--- src/rtl/pswallow_pkg.sv ---
package pswallow_pkg;
  // default field widths and prescaler moduli (as powers of two)
  parameter int unsigned SWL_W      = 7;
  parameter int unsigned MAIN_W     = 11;
  parameter int unsigned PRE_LO_LOG = 5;
  parameter int unsigned PRE_HI_LOG = 6;
  parameter int unsigned MAIN_MIN   = 3;
endpackage

--- src/rtl/pswallow_rst_sync.sv ---
module pswallow_rst_sync (
  input  logic clk,
  input  logic rst_n,
  output logic rst_sync_n
);
  logic stage_q;

  always_ff @(posedge clk or negedge rst_n) begin
    if (!rst_n) begin
      stage_q    <= 1'b0;
      rst_sync_n <= 1'b0;
    end else begin
      stage_q    <= 1'b1;
      rst_sync_n <= stage_q;
    end
  end
endmodule

--- src/rtl/pswallow_cfg.sv ---
// Clamps the raw settings and holds the ones governing the running period.
module pswallow_cfg #(
  parameter int unsigned A_W      = 7,
  parameter int unsigned B_W      = 11,
  parameter int unsigned MAIN_MIN = 3
) (
  input  logic           clk,
  input  logic           rst_n,
  input  logic           load,
  input  logic [A_W-1:0] swallow_raw,
  input  logic [B_W-1:0] main_raw,
  input  logic           hi_raw,
  output logic [A_W-1:0] swallow_eff,
  output logic [B_W-1:0] main_eff,
  output logic           hi_now,
  output logic           hi_q,
  output logic           err_q
);
  localparam logic [B_W-1:0] MIN_B = B_W'(MAIN_MIN);

  logic err_raw;
  logic hi_d, err_d;

  always_comb begin
    main_eff    = (main_raw < MIN_B) ? MIN_B : main_raw;
    err_raw     = B_W'(swallow_raw) > main_eff;
    swallow_eff = err_raw ? main_eff[A_W-1:0] : swallow_raw;
    hi_now      = load ? hi_raw : hi_q;
  end

  always_comb begin
    hi_d  = hi_q;
    err_d = err_q;
    if (load) begin
      hi_d  = hi_raw;
      err_d = err_raw;
    end
  end

  always_ff @(posedge clk or negedge rst_n) begin
    if (!rst_n) begin
      hi_q  <= 1'b0;
      err_q <= 1'b0;
    end else begin
      hi_q  <= hi_d;
      err_q <= err_d;
    end
  end
endmodule

--- src/rtl/pswallow_prescaler.sv ---
// Dual-modulus down-counter: terminal count every P or P+1 cycles.
module pswallow_prescaler #(
  parameter int unsigned LO_LOG = 5,
  parameter int unsigned HI_LOG = 6
) (
  input  logic clk,
  input  logic rst_n,
  input  logic load,
  input  logic hi_sel,
  input  logic plus_one,
  output logic tc
);
  localparam int unsigned PC_W = HI_LOG + 1;
  localparam logic [PC_W-1:0] P_LO = PC_W'(1) << LO_LOG;
  localparam logic [PC_W-1:0] P_HI = PC_W'(1) << HI_LOG;

  logic [PC_W-1:0] cnt_q, cnt_d, base;

  always_comb begin
    tc    = (cnt_q == '0);
    base  = hi_sel ? P_HI : P_LO;
    cnt_d = cnt_q - PC_W'(1);
    if (load || tc) begin
      cnt_d = plus_one ? base : (base - PC_W'(1));
    end
  end

  always_ff @(posedge clk or negedge rst_n) begin
    if (!rst_n) cnt_q <= '0;
    else        cnt_q <= cnt_d;
  end
endmodule

--- src/rtl/pswallow_ctrl.sv ---
// Swallow and main counters; decide modulus and close the period.
module pswallow_ctrl #(
  parameter int unsigned A_W = 7,
  parameter int unsigned B_W = 11
) (
  input  logic           clk,
  input  logic           rst_n,
  input  logic           tc,
  input  logic [A_W-1:0] swallow_eff,
  input  logic [B_W-1:0] main_eff,
  output logic           load,
  output logic           plus_one,
  output logic           primed_q,
  output logic [A_W-1:0] swl_q,
  output logic [B_W-1:0] main_q,
  output logic           pulse_q
);
  logic           wrap;
  logic [A_W-1:0] swl_dec, swl_d;
  logic [B_W-1:0] main_d;
  logic           primed_d;

  always_comb begin
    wrap     = primed_q && tc && (main_q == B_W'(1));
    load     = !primed_q || wrap;
    swl_dec  = swl_q - A_W'(swl_q != '0);
    plus_one = load ? (swallow_eff != '0) : (swl_dec != '0);
    swl_d    = swl_q;
    main_d   = main_q;
    primed_d = 1'b1;
    if (load) begin
      swl_d  = swallow_eff;
      main_d = main_eff;
    end else if (tc) begin
      swl_d  = swl_dec;
      main_d = main_q - B_W'(1);
    end
  end

  always_ff @(posedge clk or negedge rst_n) begin
    if (!rst_n) begin
      primed_q <= 1'b0;
      swl_q    <= '0;
      main_q   <= '0;
      pulse_q  <= 1'b0;
    end else begin
      primed_q <= primed_d;
      swl_q    <= swl_d;
      main_q   <= main_d;
      pulse_q  <= wrap;
    end
  end
endmodule

--- src/rtl/pswallow_div.sv ---
module pswallow_div
  import pswallow_pkg::*;
#(
  parameter int unsigned A_W      = SWL_W,
  parameter int unsigned B_W      = MAIN_W,
  parameter int unsigned LO_LOG   = PRE_LO_LOG,
  parameter int unsigned HI_LOG   = PRE_HI_LOG,
  parameter int unsigned B_FLOOR  = MAIN_MIN
) (
  input  logic           clk,
  input  logic           rst_n,
  input  logic [A_W-1:0] swallow_i,
  input  logic [B_W-1:0] main_i,
  input  logic           pre_hi_i,
  output logic           div_pulse_o,
  output logic           cfg_err_o
);
  logic           rst_sync_n;
  logic           load, plus_one, tc, primed_q;
  logic           hi_now, hi_q, err_q, pulse_q;
  logic [A_W-1:0] swallow_eff, swl_q;
  logic [B_W-1:0] main_eff, main_q;

  pswallow_rst_sync u_rst (
    .clk(clk), .rst_n(rst_n), .rst_sync_n(rst_sync_n)
  );

  pswallow_cfg #(.A_W(A_W), .B_W(B_W), .MAIN_MIN(B_FLOOR)) u_cfg (
    .clk(clk), .rst_n(rst_sync_n), .load(load),
    .swallow_raw(swallow_i), .main_raw(main_i), .hi_raw(pre_hi_i),
    .swallow_eff(swallow_eff), .main_eff(main_eff),
    .hi_now(hi_now), .hi_q(hi_q), .err_q(err_q)
  );

  pswallow_prescaler #(.LO_LOG(LO_LOG), .HI_LOG(HI_LOG)) u_pre (
    .clk(clk), .rst_n(rst_sync_n), .load(load), .hi_sel(hi_now),
    .plus_one(plus_one), .tc(tc)
  );

  pswallow_ctrl #(.A_W(A_W), .B_W(B_W)) u_ctrl (
    .clk(clk), .rst_n(rst_sync_n), .tc(tc),
    .swallow_eff(swallow_eff), .main_eff(main_eff),
    .load(load), .plus_one(plus_one), .primed_q(primed_q),
    .swl_q(swl_q), .main_q(main_q), .pulse_q(pulse_q)
  );

  assign div_pulse_o = pulse_q;
  assign cfg_err_o   = err_q;
endmodule

--- config.mk ---
export PLATFORM = sky130hd
export DESIGN_NAME = pswallow_div
export DESIGN_NICKNAME = d
export VERILOG_FILES = /design/src/rtl/pswallow_pkg.sv /design/src/rtl/pswallow_rst_sync.sv /design/src/rtl/pswallow_cfg.sv /design/src/rtl/pswallow_prescaler.sv /design/src/rtl/pswallow_ctrl.sv /design/src/rtl/pswallow_div.sv
export SDC_FILE = /design/constraint.sdc
export NUM_CORES = 1
export LEC_CHECK = 0
export ABC_AREA = 1
export BUFFER_PORTS_ARGS = -buffer_cell sky130_fd_sc_hd__buf_2
export CAP_MARGIN = 15
export CORE_MARGIN = 5
export CORE_UTILIZATION = 30
export DETAILED_ROUTE_END_ITERATION = 8
export PLACE_DENSITY = 0.5
export SYNTH_ARGS = -nofsm -noshare
export SYNTH_HDL_FRONTEND = slang
export SYNTH_SLANG_ARGS = --single-unit
--- constraint.sdc ---
create_clock -name clk -period 1.03 [get_ports clk]
set_input_delay 0.206 -clock clk [delete_from_list [all_inputs] [get_ports clk]]
set_output_delay 0.206 -clock clk [all_outputs]
set_load 0.01 [all_outputs]
==> summary.md <==
| Metric | Value |
|---|---|
| Clk Latency, worst-skew pair | 0.29 ns |
| Critical Path End | u_pre.cnt_q[5] |
| Final Net Count | 468 |
| Syn Area/Cell | 7.298 sq um |
| Clock Tree Buf Depth | 2 |
| Worst R2R Path Depth | 13 |
| Power Internal | 4448 uW |
| PortBufs | 22 |
| TritonCTS clock tree | built |
| Worst Path Max Fanout | 3 |
| Die area | 9079 sq um |
| CP startpoint kind | flip-flop |
| Routability Congestion | 0.8237 |
| Peak per-stage delay on the critical path | 0.40 ns |
| RSZ-0062 raised after global routing | true |
| RR Endpoint | u_pre.cnt_q[5] |
| CORE AREA | 7176 sq um |
| Inst Count DP | 503 |
| Clock sinks | 31 |
| Fin. max-slew vios | 0 |
| Ant diodes | 0 |
| Commonest non-fill, non-tap cell in the layout | buf_4 |
| Critical Path Slowest Stage Cell | dfrtp_1 |
| Clk network pwr share | 13.3% |
| Yosys cell types | 30 |
| CP endpoint kind | flip-flop |
| First-pass GRT wire length | 11050 um |
| Max Cap Violations | 0 |
| WP data arrival | 2.60 ns |
| Maximum VDD drop | 0.8866 mV |
| DRT Wirelength | 6605 um |
| Failing checks | negative setup slack |
| Wire length per cell | 12.37 um |
| Leak pwr | 0.001882 uW |
| Layout cell share with drive strength beyond 1 | 54.02% |
| Register area | 775.7 sq um |
| Mapped Cells | 299 |
| NetSw | 2868 uW |
| Post-Layout Inst Area | 3869 sq um |
| IO Pins | 23 |
| Worst path required time | 1.25 ns |
| Reg2reg start | u_ctrl.swl_q[3] |
| Clock Skews | 0.005567 ns |
| Crit path cell chain | nor4_4 > nand4_1 > ha_2 > ha_4 > xnor2_2 > inv_1 > nor4_2 > nand3_1 > nand2_2 > inv_2 > ha_4 > nand2_2 > o21ai_1 |
| Final cell count without fillers | 534 |
| Row count | 31 |
| Minimum clock period | 2.380 ns |
| Initial antenna violation count | 0 |
| Synth Register Bits | 31 |
| DR vias/cell | 4.562 |
| Starting DRT DRC Count | 69 |
| Total track usage | 15.54% |
| Number of buffers created by CTS | 5 |
| Layout area overhead | 77.29% |
| H-tree Lvls | 2 |
| Reg clk slew, reported paths | 0.07 ns |
| Post-place instance area | 3199 sq um |
| Detail Route Antenna Nets | 0 |
| Setup Viol. Count Final | 28 |
| Pre-Repair DR Iteration Count | 4 |
| Worst min path class | input port to flip-flop |
| Area of the multi-input gates | 1637 sq um |
| DP Worst Slack | -1.502 ns |
| Die H | 95.29 um |
| Final WS setup | -1.350 ns |
| Most frequent cells in the layout | buf_4, nand2_1, inv_1 |
| Power per standard cell area | 1891 nW/um^2 |
| Yosys warns | 0 |
| Overflow after GRT | 0 |
| R2r setup slk | -1.35 ns |
| # fillers | 684 |
| Largest net degree at the start of global routing | 30 |
| Status | complete, but fails checks |
| Crit path from | u_ctrl.swl_q[3] |
| Via count | 2436 |
| Final hold viol count | 0 |
| Vias in the first global route | 2433 |
| Tcrit/Tclk final | 231.1% |
| Seq/Total Area, Yosys | 35.55% |
| Initial Utilization | 30.41% |
| Power share of the sequential group | 26.7% |
| Switching Share | 39.20% |
| Die Span X | 95.29 um |
| Crit Path Category | flip-flop to flip-flop |
| Comb power frac | 60.0% |
| Mapped cell area | 2182 sq um |
| Max Freq | 0.4201 GHz |
| HPWL after DPL | 4799 um |
| CTS root buffer | clkbuf_8 |
| DRC Markers | 0 |
| Core Util, Final | 53.91% |
layer usage:
| metal | track usage, % | share of wire (%) | wire (um) |
|---|---|---|---|
| met3 | 2.368 | 3.5 | 231 |
| met2 | 26.76 | 49 | 3269 |
| met5 | 0 | 0 | 0 |
| met1 | 20.10 | 46 | 3025 |
| met4 | 4.327 | 1.2 | 78 |
power by group through the flow:
stage | registers [uW] | logic [uW] | clock network [uW]
after floorplan | 2000 | 1930 | 0
after global placement | 1930 | 3630 | 0
after detailed placement | 1950 | 3680 | 0
after CTS | 1960 | 4190 | 1010
after global routing | 2010 | 4880 | 1070
final | 1950 | 4390 | 973
sequential cells by signal (all words and copies together) (netlist names):
signal and flops:
u_cfg.err_q 1, u_cfg.hi_q 1, u_ctrl.main_q 11, u_ctrl.primed_q 1, u_ctrl.pulse_q 1, u_ctrl.swl_q 7
u_pre.cnt_q 7, u_rst.rst_sync_n 1, u_rst.stage_q 1
cell usage after synthesis (all sizes together):
library cell / count / area [sq um]
a21oi: 20 / 100.1
o21ai: 32 / 160.2
conb: 1 / 3.750
o211ai: 2 / 15.01
nand2: 71 / 314.0
nand3: 15 / 75.07
nor2: 25 / 101.4
clkbuf: 6 / 22.52
clkinv: 1 / 3.750
buf: 2 / 10.01
nor3: 6 / 35.03
a31oi: 1 / 6.260
nand3b: 2 / 15.01
nand4: 5 / 37.53
o22ai: 5 / 31.28
inv: 43 / 161.4
xor2: 9 / 78.83
xnor2: 4 / 35.03
dfrtp: 31 / 775.7
or2: 1 / 6.260
ha: 13 / 162.7
nor4: 4 / 31.28
worst min path at each step:
stage	startpoint	endpoint	depth (start not counted)
2_1_floorplan	rst_n	u_rst.rst_sync_n	0
3_3_place_gp	rst_n	u_rst.rst_sync_n	1
3_5_place_dp	rst_n	u_rst.rst_sync_n	1
4_1_cts	pre_hi_i	u_cfg.hi_q	3
5_1_grt	pre_hi_i	u_cfg.hi_q	3
6_report	pre_hi_i	u_cfg.hi_q	3
timing repair:
action	in CTS	in global routing
hold buffers	1	0
setup buffers	10	14
setup endpoints to repair	28	29
hold endpoints to repair	2	0
resized for setup	47	55
pin swaps	15	19
cloned	2	0
cells by family after synthesis:
| kind of cell | share of synthesized area, % |
|---|---|
| flops | 35.55 |
| buf+inv | 9.059 |
| compound gates | 14.33 |
| xor+xnor | 5.218 |
| other cells | 0.1719 |
| simple gates | 28.21 |
| fa+ha+maj | 7.454 |
worst max-delay path: cells and delay by family, from the launching register on:
kind / cells / cell delay [ns]
AND/OR/NAND/NOR: 6 / 0.96
buffers and inverters: 2 / 0.12
adder cells (fa/ha/maj): 3 / 0.65
AO/OA/AOI/OAI: 1 / 0.07
flip-flops: 1 / 0.40
XOR/XNOR: 1 / 0.11
final cells by class:
class | count | share of cell area, %
Multi-Input combinational cell | 217 | 42.30
Inverter | 44 | 4.463
Tap cell | 99 | 3.202
Clock inverter | 3 | 0.3881
Clock buffer | 5 | 1.779
Sequential cell | 31 | 20.05
Timing Repair Buffer | 135 | 27.81
through the flow:
stage	total power (uW)	hold slack, ns	TNS [ns]
6_report	7316	0.1772	-26.96
5_1_grt	7964	0.1738	-30.87
4_1_cts	7154	0.1874	-26.67
3_5_place_dp	5624	-0.001699	-28.92
3_3_place_gp	5562	-0.005759	-27.70
2_1_floorplan	3926	-0.08959	-19.43
Power figures use the tool's default switching activity.
